===== src/rtl/lcd_tg_pkg.sv =====
package lcd_tg_pkg;
  localparam int CNT_W  = 16;
  localparam int ADDR_W = 3;
  localparam int DATA_W = 2 * CNT_W;

  localparam logic [ADDR_W-1:0] A_CTRL   = 3'd0;
  localparam logic [ADDR_W-1:0] A_STATUS = 3'd1;
  localparam logic [ADDR_W-1:0] A_POL    = 3'd2;
  localparam logic [ADDR_W-1:0] A_HSW    = 3'd3;
  localparam logic [ADDR_W-1:0] A_VSW    = 3'd4;
  localparam logic [ADDR_W-1:0] A_TOTAL  = 3'd5;
  localparam logic [ADDR_W-1:0] A_HAREA  = 3'd6;
  localparam logic [ADDR_W-1:0] A_VAREA  = 3'd7;

  typedef struct packed {
    logic [CNT_W-1:0] hSyncW;
    logic [CNT_W-1:0] vSyncW;
    logic [CNT_W-1:0] hTotal;
    logic [CNT_W-1:0] vTotal;
    logic [CNT_W-1:0] hStart;
    logic [CNT_W-1:0] hEnd;
    logic [CNT_W-1:0] vStart;
    logic [CNT_W-1:0] vEnd;
  } tgTiming_t;

  typedef struct packed {
    logic pclkFall;
    logic deLow;
    logic vsLow;
    logic hsLow;
  } tgPol_t;

  typedef struct packed {
    logic run;   // scanning is active
    logic load;  // zero counters and capture geometry this edge
  } tgStrobe_t;
endpackage


===== src/rtl/lcd_tg_ctrl.sv =====
module lcd_tg_ctrl
  import lcd_tg_pkg::*;
(
  input  logic              clk,
  input  logic              rstN,
  input  logic              regWe,
  input  logic [ADDR_W-1:0] regAddr,
  input  logic [DATA_W-1:0] regWdata,
  input  logic              frameEnd,
  output logic [DATA_W-1:0] regRdata,
  output tgTiming_t         liveTiming,
  output tgPol_t            pol,
  output tgStrobe_t         strobe
);
  logic runBit, stopReqBit, stopped, running;
  logic stopReq, startNow, stopNow;

  assign stopReq  = stopReqBit | ~runBit;
  assign startNow = ~running & runBit & ~stopReqBit;
  assign stopNow  = frameEnd & stopReq;
  assign strobe.run  = running;
  assign strobe.load = startNow;

  always_ff @(posedge clk or negedge rstN) begin
    if (!rstN) begin
      runBit     <= 1'b0;
      stopReqBit <= 1'b0;
      pol        <= '0;
      liveTiming <= '0;
    end else if (regWe) begin
      unique case (regAddr)
        A_CTRL:  begin runBit <= regWdata[0]; stopReqBit <= regWdata[1]; end
        A_POL:   pol <= tgPol_t'(regWdata[3:0]);
        A_HSW:   liveTiming.hSyncW <= regWdata[CNT_W-1:0];
        A_VSW:   liveTiming.vSyncW <= regWdata[CNT_W-1:0];
        A_TOTAL: begin
          liveTiming.hTotal <= regWdata[DATA_W-1:CNT_W];
          liveTiming.vTotal <= regWdata[CNT_W-1:0];
        end
        A_HAREA: begin
          liveTiming.hStart <= regWdata[DATA_W-1:CNT_W];
          liveTiming.hEnd   <= regWdata[CNT_W-1:0];
        end
        A_VAREA: begin
          liveTiming.vStart <= regWdata[DATA_W-1:CNT_W];
          liveTiming.vEnd   <= regWdata[CNT_W-1:0];
        end
        default: ;
      endcase
    end
  end

  always_ff @(posedge clk or negedge rstN) begin
    if (!rstN) begin
      running <= 1'b0;
      stopped <= 1'b0;
    end else begin
      if (startNow)     running <= 1'b1;
      else if (stopNow) running <= 1'b0;
      if (stopNow)
        stopped <= 1'b1;
      else if (regWe && regAddr == A_STATUS)
        stopped <= stopped & regWdata[0];
    end
  end

  always_comb begin
    regRdata = '0;
    unique case (regAddr)
      A_CTRL:   regRdata[1:0] = {stopReqBit, runBit};
      A_STATUS: regRdata[0]   = stopped;
      A_POL:    regRdata[3:0] = pol;
      A_HSW:    regRdata[CNT_W-1:0] = liveTiming.hSyncW;
      A_VSW:    regRdata[CNT_W-1:0] = liveTiming.vSyncW;
      A_TOTAL:  regRdata = {liveTiming.hTotal, liveTiming.vTotal};
      A_HAREA:  regRdata = {liveTiming.hStart, liveTiming.hEnd};
      A_VAREA:  regRdata = {liveTiming.vStart, liveTiming.vEnd};
      default:  regRdata = '0;
    endcase
  end

  // scanning never ends except on a frame-end pixel
  a_r8_stop_only_at_frame_end: assert property (@(posedge clk) disable iff (!rstN)
    (running && !frameEnd) |=> running);
  // the stopped flag rises only with a completed stop
  a_r9_flag_set_by_stop_only: assert property (@(posedge clk) disable iff (!rstN)
    (!stopped && !(frameEnd && stopReq)) |=> !stopped);
  // an idle generator with run set and no stop request starts next edge
  a_r7_start_from_idle: assert property (@(posedge clk) disable iff (!rstN)
    (!running && runBit && !stopReqBit) |=> running);
endmodule


===== src/rtl/lcd_tg_datapath.sv =====
module lcd_tg_datapath
  import lcd_tg_pkg::*;
(
  input  logic             clk,
  input  logic             rstN,
  input  logic             pixEn,
  input  tgStrobe_t        strobe,
  input  tgTiming_t        liveTiming,
  input  tgPol_t           pol,
  output logic             frameEnd,
  output logic             hsyncO,
  output logic             vsyncO,
  output logic             deO,
  output logic             pclkFallO,
  output logic [CNT_W-1:0] xPos,
  output logic [CNT_W-1:0] yPos
);
  localparam int N_OUT = 3;

  tgTiming_t        shadow;
  logic [CNT_W-1:0] xCnt, yCnt;
  logic             lastX, lastY;
  logic [N_OUT-1:0] rawSig, invSig, outSig;

  assign lastX    = ({1'b0, xCnt} + 1'b1) >= {1'b0, shadow.hTotal};
  assign lastY    = ({1'b0, yCnt} + 1'b1) >= {1'b0, shadow.vTotal};
  assign frameEnd = strobe.run & pixEn & lastX & lastY;

  always_ff @(posedge clk or negedge rstN) begin
    if (!rstN) begin
      xCnt   <= '0;
      yCnt   <= '0;
      shadow <= '0;
    end else if (strobe.load) begin
      xCnt   <= '0;
      yCnt   <= '0;
      shadow <= liveTiming;
    end else if (strobe.run && pixEn) begin
      if (lastX) begin
        xCnt <= '0;
        if (lastY) begin
          yCnt   <= '0;
          shadow <= liveTiming;
        end else begin
          yCnt <= yCnt + 1'b1;
        end
      end else begin
        xCnt <= xCnt + 1'b1;
      end
    end
  end

  assign rawSig[0] = strobe.run & (xCnt < shadow.hSyncW);
  assign rawSig[1] = strobe.run & (yCnt < shadow.vSyncW);
  assign rawSig[2] = strobe.run & (xCnt >= shadow.hStart) & (xCnt < shadow.hEnd)
                                & (yCnt >= shadow.vStart) & (yCnt < shadow.vEnd);
  assign invSig = {pol.deLow, pol.vsLow, pol.hsLow};

  for (genvar i = 0; i < N_OUT; i++) begin : g_pol
    assign outSig[i] = rawSig[i] ^ invSig[i];
  end

  assign hsyncO    = outSig[0];
  assign vsyncO    = outSig[1];
  assign deO       = outSig[2];
  assign pclkFallO = pol.pclkFall;
  assign xPos      = xCnt;
  assign yPos      = yCnt;

  // counters hold when no pixel is due and no start occurs
  a_r3_hold_without_pixel: assert property (@(posedge clk) disable iff (!rstN)
    (!pixEn && !strobe.load) |=> ($stable(xCnt) && $stable(yCnt)));
  // the column stays below a nonzero captured total
  a_r3_x_below_total: assert property (@(posedge clk) disable iff (!rstN)
    (shadow.hTotal != '0) |-> (xCnt < shadow.hTotal));
  // captured geometry changes only at start or frame end
  a_r10_shadow_held_in_frame: assert property (@(posedge clk) disable iff (!rstN)
    (!frameEnd && !strobe.load) |=> $stable(shadow));
endmodule


===== src/rtl/lcd_timing_gen.sv =====
module lcd_timing_gen
  import lcd_tg_pkg::*;
(
  input  logic              clk,
  input  logic              rstN,
  input  logic              pixEn,
  input  logic              regWe,
  input  logic [ADDR_W-1:0] regAddr,
  input  logic [DATA_W-1:0] regWdata,
  output logic [DATA_W-1:0] regRdata,
  output logic              hsyncO,
  output logic              vsyncO,
  output logic              deO,
  output logic              pclkFallO,
  output logic [CNT_W-1:0]  xPos,
  output logic [CNT_W-1:0]  yPos
);
  tgTiming_t liveTiming;
  tgPol_t    pol;
  tgStrobe_t strobe;
  logic      frameEnd;

  lcd_tg_ctrl u_ctrl (
    .clk(clk), .rstN(rstN), .regWe(regWe), .regAddr(regAddr),
    .regWdata(regWdata), .frameEnd(frameEnd), .regRdata(regRdata),
    .liveTiming(liveTiming), .pol(pol), .strobe(strobe)
  );

  lcd_tg_datapath u_dp (
    .clk(clk), .rstN(rstN), .pixEn(pixEn), .strobe(strobe),
    .liveTiming(liveTiming), .pol(pol), .frameEnd(frameEnd),
    .hsyncO(hsyncO), .vsyncO(vsyncO), .deO(deO), .pclkFallO(pclkFallO),
    .xPos(xPos), .yPos(yPos)
  );
endmodule


===== config.mk =====
export PLATFORM = sky130hd
export DESIGN_NAME = lcd_timing_gen
export DESIGN_NICKNAME = d
export VERILOG_FILES = /design/src/rtl/lcd_tg_pkg.sv /design/src/rtl/lcd_tg_ctrl.sv /design/src/rtl/lcd_tg_datapath.sv /design/src/rtl/lcd_timing_gen.sv
export SDC_FILE = /design/constraint.sdc
export NUM_CORES = 1
export LEC_CHECK = 0
export CAP_MARGIN = 20
export CORE_ASPECT_RATIO = 0.7
export CORE_MARGIN = 5
export CORE_UTILIZATION = 50
export CTS_BUF_LIST = sky130_fd_sc_hd__clkbuf_4
export CTS_CLUSTER_SIZE = 30
export DETAILED_ROUTE_END_ITERATION = 12
export GPL_ROUTABILITY_DRIVEN = 0
export PLACE_DENSITY = 0.65
export SYNTH_ARGS = -nofsm -noshare
export SYNTH_HDL_FRONTEND = slang
export SYNTH_SLANG_ARGS = --single-unit

===== constraint.sdc =====
create_clock -name clk -period 5 [get_ports clk]
set_input_delay 0.75 -clock clk [delete_from_list [all_inputs] [get_ports clk]]
set_output_delay 0.75 -clock clk [all_outputs]
set_load 0.03 [all_outputs]

==> flow_summary.ini, run 1 <==
[finish]
fill_cells = 2712
final_area_um2 = 18690
area_growth_pct = 14.00
final_common_cell = dfrtp_1
fin_nets = 1698
multi_input_area_um2 = 8060
drive_above_1_share_pct = 27.84
seqCellArea_um2 = 7407
final_cell_mix = 296 x dfrtp_1, 159 x mux2_2, 133 x inv_1, 126 x ha_1, 102 x clkbuf_4

[detailed_routing]
viasPerCell = 5.758
vias = 11545
avgRoutedWirePerCell_um = 23.08
drt_pass1_iterations = 5
ant_nets = 0
drc = 0
wl_um = 46270
drt_iter0_drc = 1024

[clock_tree]
cts_root_buf = clkbuf_4
numCtsBuffers = 75
cts_max_level = 3
clock_sinks = 296
clkTransAtPathRegs_ns = 0.07
postCtsHoldBufs = 0
post_cts_buffers = 0
cts_tree = built
clk_path_buf_depth = 3
clk_latency_ns = 0.73
cts_resized = 0

[placed_design]
dpl.hpwl_um = 33760
io_buffers = 106
pre_cts_ws_ns = 0.5581
placed_area_um2 = 17850

[critical_path]
start_kind = flip-flop
critPathMaxFanout = 8
worstPathCellList = ha_1 -> a21o_1 -> a21oi_1 -> o21ai_0 -> a2111oi_0 -> o2111ai_1 -> xnor2_1 -> clkdlybuf4s50_1
cp-end-kind = primary output
ff2ff_path_depth = 14
crit_type = reg -> out
slowest_delay_ns = 0.73
arrival_ns = 3.88
cp.required_ns = 4.25
critPathSlowestCell = clkdlybuf4s50_1

[sta]
period_minus_slack_ns = 4.627
fin_crit_sh_pct = 92.53
relSlewSlack_pct = 34.24
setup_ws_ns = 0.3733
setup_viol = 0
max_freq_ghz = 0.2161
hold_viol = 0
whs_ns = 0.06306
tightest_slew_ns = 0.9844
slew_violations = 0
finClkSkew_ns = 0.03760
rsz0062_at_grt = false
fin_setup_tns_ns = 0

[power]
sequentialPowerShare_pct = 42.5
irDropWorstVdd_v = 0.0003096
p_comb_share_pct = 35.9
power_density_nw_per_um2 = 481.7
cellLeakagePower_uw = 0.008789
p_total_uw = 9003
internal_power_uw = 5675
p_switching_uw = 3327
switching_share_pct = 36.96
p_clk_share_pct = 21.6

[floorplanning]
start_util_pct = 50.69
ioPinCount = 107
die_w_um = 226.4
die_y_um = 161.5
dieArea_um2 = 36570
rows = 55
core_area_um2 = 32340

[logic_synthesis]
synth_edf_count = 0
ys.flop_type = dfrtp_1
syn_nets = 1535
avgSynthCellArea_um2 = 11.97
yosysSeqAreaShare_pct = 45.18
netlist_area_um2 = 16390
synthCells = 1370
yosys.cell_types.count = 59
yosys_warnings = 0
async_flop_share_pct = 100.0
ys_seq_elements = 296

[grt]
track_usage_pct = 25.50
grt_pass1_wl_um = 71260
overflow = 0
grt_max_degree = 98
antenna_found_initial = 1
grt_pass1_vias = 11723

[job]
cap_violations = 0

[min_path]
min_path_type = in -> async

[status]
run_status = finished, final reports clean
worst paths after layout:
path	start	endpoint	slack, ns
min in group clk	u_dp.shadow[5]	u_dp.shadow[5]	0.49
max in group asynchronous	rstN	u_dp.yPos[4]	3.71
worst max register to register	u_dp.xPos[2]	u_dp.shadow[118]	0.45
worst min-delay path	rstN	u_dp.shadow[27]	0.06
worst min register to register	u_dp.shadow[5]	u_dp.shadow[5]	0.49
worst max-delay path	u_dp.yPos[1]	vsyncO	0.37
metal layers:
| metal | vias to the layer above | share of wire [%] | wire length (µm) | GRT usage [%] |
|---|---|---|---|---|
| li1 | 5262 | - | - | - |
| met1 | 5831 | 50 | 23080 | 39.94 |
| met2 | 388 | 40 | 18570 | 34.01 |
| met3 | 64 | 8.2 | 3814 | 8.067 |
| met4 | 0 | 1.8 | 815 | 6.177 |
| met5 | - | 0 | 0 | 0 |
final cells by class:
type | count | share of cell area, %
Sequential cell | 296 | 39.63
Inverter | 134 | 2.691
Clock buffer | 102 | 4.097
Multi-Input combinational cell | 883 | 43.13
Antenna cell | 1 | 0.01339
Tap cell | 427 | 2.859
Clock inverter | 19 | 0.3883
Timing Repair Buffer | 143 | 7.190
state kept, by name (all words and copies together), names as in the netlist:
register,count
u_ctrl.liveTiming,128
u_ctrl.pol,4
u_ctrl.runBit,1
u_ctrl.running,1
u_ctrl.stopReqBit,1
u_ctrl.stopped,1
u_dp.shadow,128
u_dp.xPos,16
u_dp.yPos,16
kinds of logic (layout without fill, tap and decap cells):
logic type	after synthesis	in the layout	synth area share (%)
buffers and inverters	191	398	5.655
other	0	1	0
and+or+nand+nor	206	206	6.289
AOI/OAI and AO/OA	226	226	9.227
xor gates and xnor gates	30	30	1.603
muxes	295	295	22.43
adders and majority gates	126	126	9.616
DFF	296	296	45.18
worst max-delay path: cells and delay by family, from the launching register on:
| family | cells | cell delay, ns |
|---|---|---|
| AOI/OAI and AO/OA | 5 | 1.20 |
| buffers and inverters | 1 | 0.73 |
| DFF | 1 | 0.52 |
| adders and majority gates | 1 | 0.36 |
| xor gates and xnor gates | 1 | 0.35 |
synth_stat cells, types with 3 or more instances:
cell type	count	share of area (%)
or2_2	3	0.11
o32ai_1	3	0.16
mux2_2	159	11
o22ai_1	16	0.61
nor3_1	7	0.21
buf_6	4	0.27
nand2_1	43	0.98
dfrtp_1	296	45
a22oi_1	33	1.5
a211oi_1	7	0.32
buf_12	11	1.3
and4_1	4	0.21
nor2_1	59	1.4
o211ai_1	8	0.37
nand3_1	32	0.98
buf_1	7	0.16
a22o_1	17	0.91
inv_1	133	3.0
nor2b_1	6	0.23
xnor2_1	18	0.96
and3_1	5	0.19
clkbuf_1	34	0.78
a221oi_1	3	0.16
a21oi_1	57	1.7
mux2_4	100	9.2
nand2b_1	10	0.38
a2111oi_0	4	0.21
a21o_1	23	1.1
xor2_1	12	0.64
o21ai_0	32	0.98
nand4_1	22	0.84
mux2i_1	16	0.98
o31ai_1	6	0.27
mux2_1	20	1.4
ha_1	126	9.6
power groups by stage:
stage          registers, µW  clock network (µW)  logic [µW]
3_3_place_gp            3830                   0        3120
2_1_floorplan           3600                   0        2280
6_report                3830                1940        3230
3_5_place_dp            3850                   0        3200
4_1_cts                 3810                1990        3230
5_1_grt                 3910                2120        3600
per-stage QoR:
step,utilization [%],instances
2_1_floorplan,-,1370
3_3_place_gp,55.18,1883
3_5_place_dp,55.18,1883
4_1_cts,57.78,2004
5_1_grt,57.78,2005
6_report,57.78,2005
(Power assumes the default switching activity.)
==> run 2: changes to the inputs <==
==> constraint.sdc (replaced) <==
create_clock -name clk -period 5.5 [get_ports clk]
set_input_delay 0.825 -clock clk [delete_from_list [all_inputs] [get_ports clk]]
set_output_delay 0.825 -clock clk [all_outputs]
set_load 0.03 [all_outputs]
==> run 2 against run 1 <==
  * Critical path depth unchanged
  * Cell area increased by 0.23%
  * Clock-buffer cell count decreased by 1
  * Sequential cell count unchanged
  * Core utilization increased by 0.13 points
  * Setup slack improved by 0.29 ns
  * Non-clock buffer count decreased by 10
==> flow_summary.ini, run 2 (same netlist as run 1, synthesis figures left out) <==
[status]
run_status = finished, final reports clean

[grt]
grt_pass1_wl_um = 69390
antenna_found_initial = 1
grt_pass1_vias = 11496
grt_max_degree = 104
track_usage_pct = 24.89
overflow = 0

[critical_path]
r2r-start = u_dp.xPos[2]
critPathSlowestCell = clkdlybuf4s50_1
start_kind = flip-flop
cp-end-kind = primary output
cp.required_ns = 4.68
r2r_slack_ns = 0.92
rr_endpoint = u_dp.shadow[113]
startpoint = u_dp.yPos[14]
crit_type = reg -> out
critPathMaxFanout = 9
slowest_delay_ns = 0.71
arrival_ns = 4.01
ff2ff_path_depth = 13
worstPathCellList = ha_1 -> a211oi_1 -> o211ai_1 -> or4_1 -> a21oi_1 -> nand4_1 -> xnor2_1 -> clkdlybuf4s50_1
endpoint = deO

[detailed_routing]
dr_wl_met2_um = 18280
ant_nets = 0
avgRoutedWirePerCell_um = 22.65
drt_pass1_iterations = 5
drc = 0
wl_um = 45420
drt_iter0_drc = 955
vias = 11488
wl_met1_um = 22590
viasPerCell = 5.730
wl_met3_um = 3839
dr.max_layer_used = met4

[clock_tree]
clk_latency_ns = 0.76
postCtsHoldBufs = 0
cts_tree = built
cts_root_buf = clkbuf_4
numCtsBuffers = 77
clk_path_buf_depth = 3
post_cts_buffers = 0
cts_resized = 0
clock_sinks = 296
clkTransAtPathRegs_ns = 0.06
cts_max_level = 3

[finish]
final_common_cell = dfrtp_1
final_area_um2 = 18730
biggestRegsByFlops = u_ctrl.liveTiming (128), u_dp.shadow (128)
drive_above_1_share_pct = 26.63
fin_nets = 1690
area_growth_pct = 14.26
postLayoutCoreUtil_pct = 57.91
final_cell_mix = 296 x dfrtp_1, 159 x mux2_2, 133 x inv_1, 126 x ha_1, 101 x clkbuf_4

[sta]
tightest_slew_ns = 0.9746
fin_setup_tns_ns = 0
relSlewSlack_pct = 34.89
setup_ws_ns = 0.6642
setup_viol = 0
period_minus_slack_ns = 4.836
slew_violations = 0
rsz0062_at_grt = false
finClkSkew_ns = 0.02766
hold_viol = 0
fin_crit_sh_pct = 87.92
max_freq_ghz = 0.2068

[power]
irDropWorstVdd_v = 0.0002685
power_density_nw_per_um2 = 442.2
cellLeakagePower_uw = 0.008749
p_total_uw = 8282

[floorplanning]
dieArea_um2 = 36570
ioPinCount = 107
start_util_pct = 50.69
die_w_um = 226.4
rows = 55
die_y_um = 161.5
core_area_um2 = 32340

[min_path]
min_path_type = in -> async

[placed_design]
io_buffers = 106
pre_cts_ws_ns = 1.012
dpl.hpwl_um = 33330
placed_area_um2 = 17790

[job]
cap_violations = 0
[run 2: cell count changes in the layout (fill, tap and decap cells not counted)]
cell	previous run	this run
buf_4	59	36
clkdlybuf4s50_1	76	90
clkinv_1	17	22
bufinv_16	0	2
clkinvlp_4	0	2
buf_12	6	5
clkbuf_4	102	101
clkinv_2	1	2
inv_2	2	3
[run 2: layout make-up]
type                       instances  area [µm²]
fill                            2734       13610
clock inverter                    30       175.2
tap                              427       534.3
sequential                       296        7407
multi-input combinational        883        8060
clock buffer                     101       758.2
timing repair buffer             133        1291
inverter                         134       503.0
antenna                            1       2.502
[run 2: worst min-delay path by stage]
stage | depth (start not counted) | end | startpoint
after floorplan | 1 | u_dp.shadow[10] | u_dp.shadow[10]
after global placement | 1 | u_dp.shadow[6] | u_dp.shadow[6]
after detailed placement | 1 | u_dp.shadow[14] | u_dp.shadow[14]
after CTS | 1 | u_dp.yPos[0] | rstN
after global routing | 1 | u_dp.yPos[0] | rstN
final | 1 | u_dp.yPos[0] | rstN
[run 2: power by group]
part	switching (µW)	total, µW	leakage (µW)	internal [µW]
clock network	921	1870	0.000547	950
registers	693	3510	0.00373	2820
logic	1410	2900	0.00447	1490
total	3030	8280	0.00875	5260
[run 2: critical path, delay by kind of cell, from the launching register on]
kind            cells  cell delay, ns
xor+xnor            1            0.24
compound gates      3            0.69
flops               1            0.56
fa+ha+maj           1            0.32
simple gates        2            0.74
buf+inv             1            0.71
[run 2: layer usage]
metal | global-route usage, % | vias to the layer above
li1 | - | 5287
met1 | 38.81 | 5744
met2 | 33.64 | 399
met3 | 8.012 | 58
met4 | 5.439 | 0
met5 | 0 | -
[run 2: stage by stage]
step | hold slack [ns] | std cells
global route | 0.08203 | 2005
global placement | 0.4709 | 1871
CTS | 0.05829 | 2003
finish | 0.08772 | 2005
floorplan | 0.4581 | 1370
detailed placement | 0.4751 | 1872
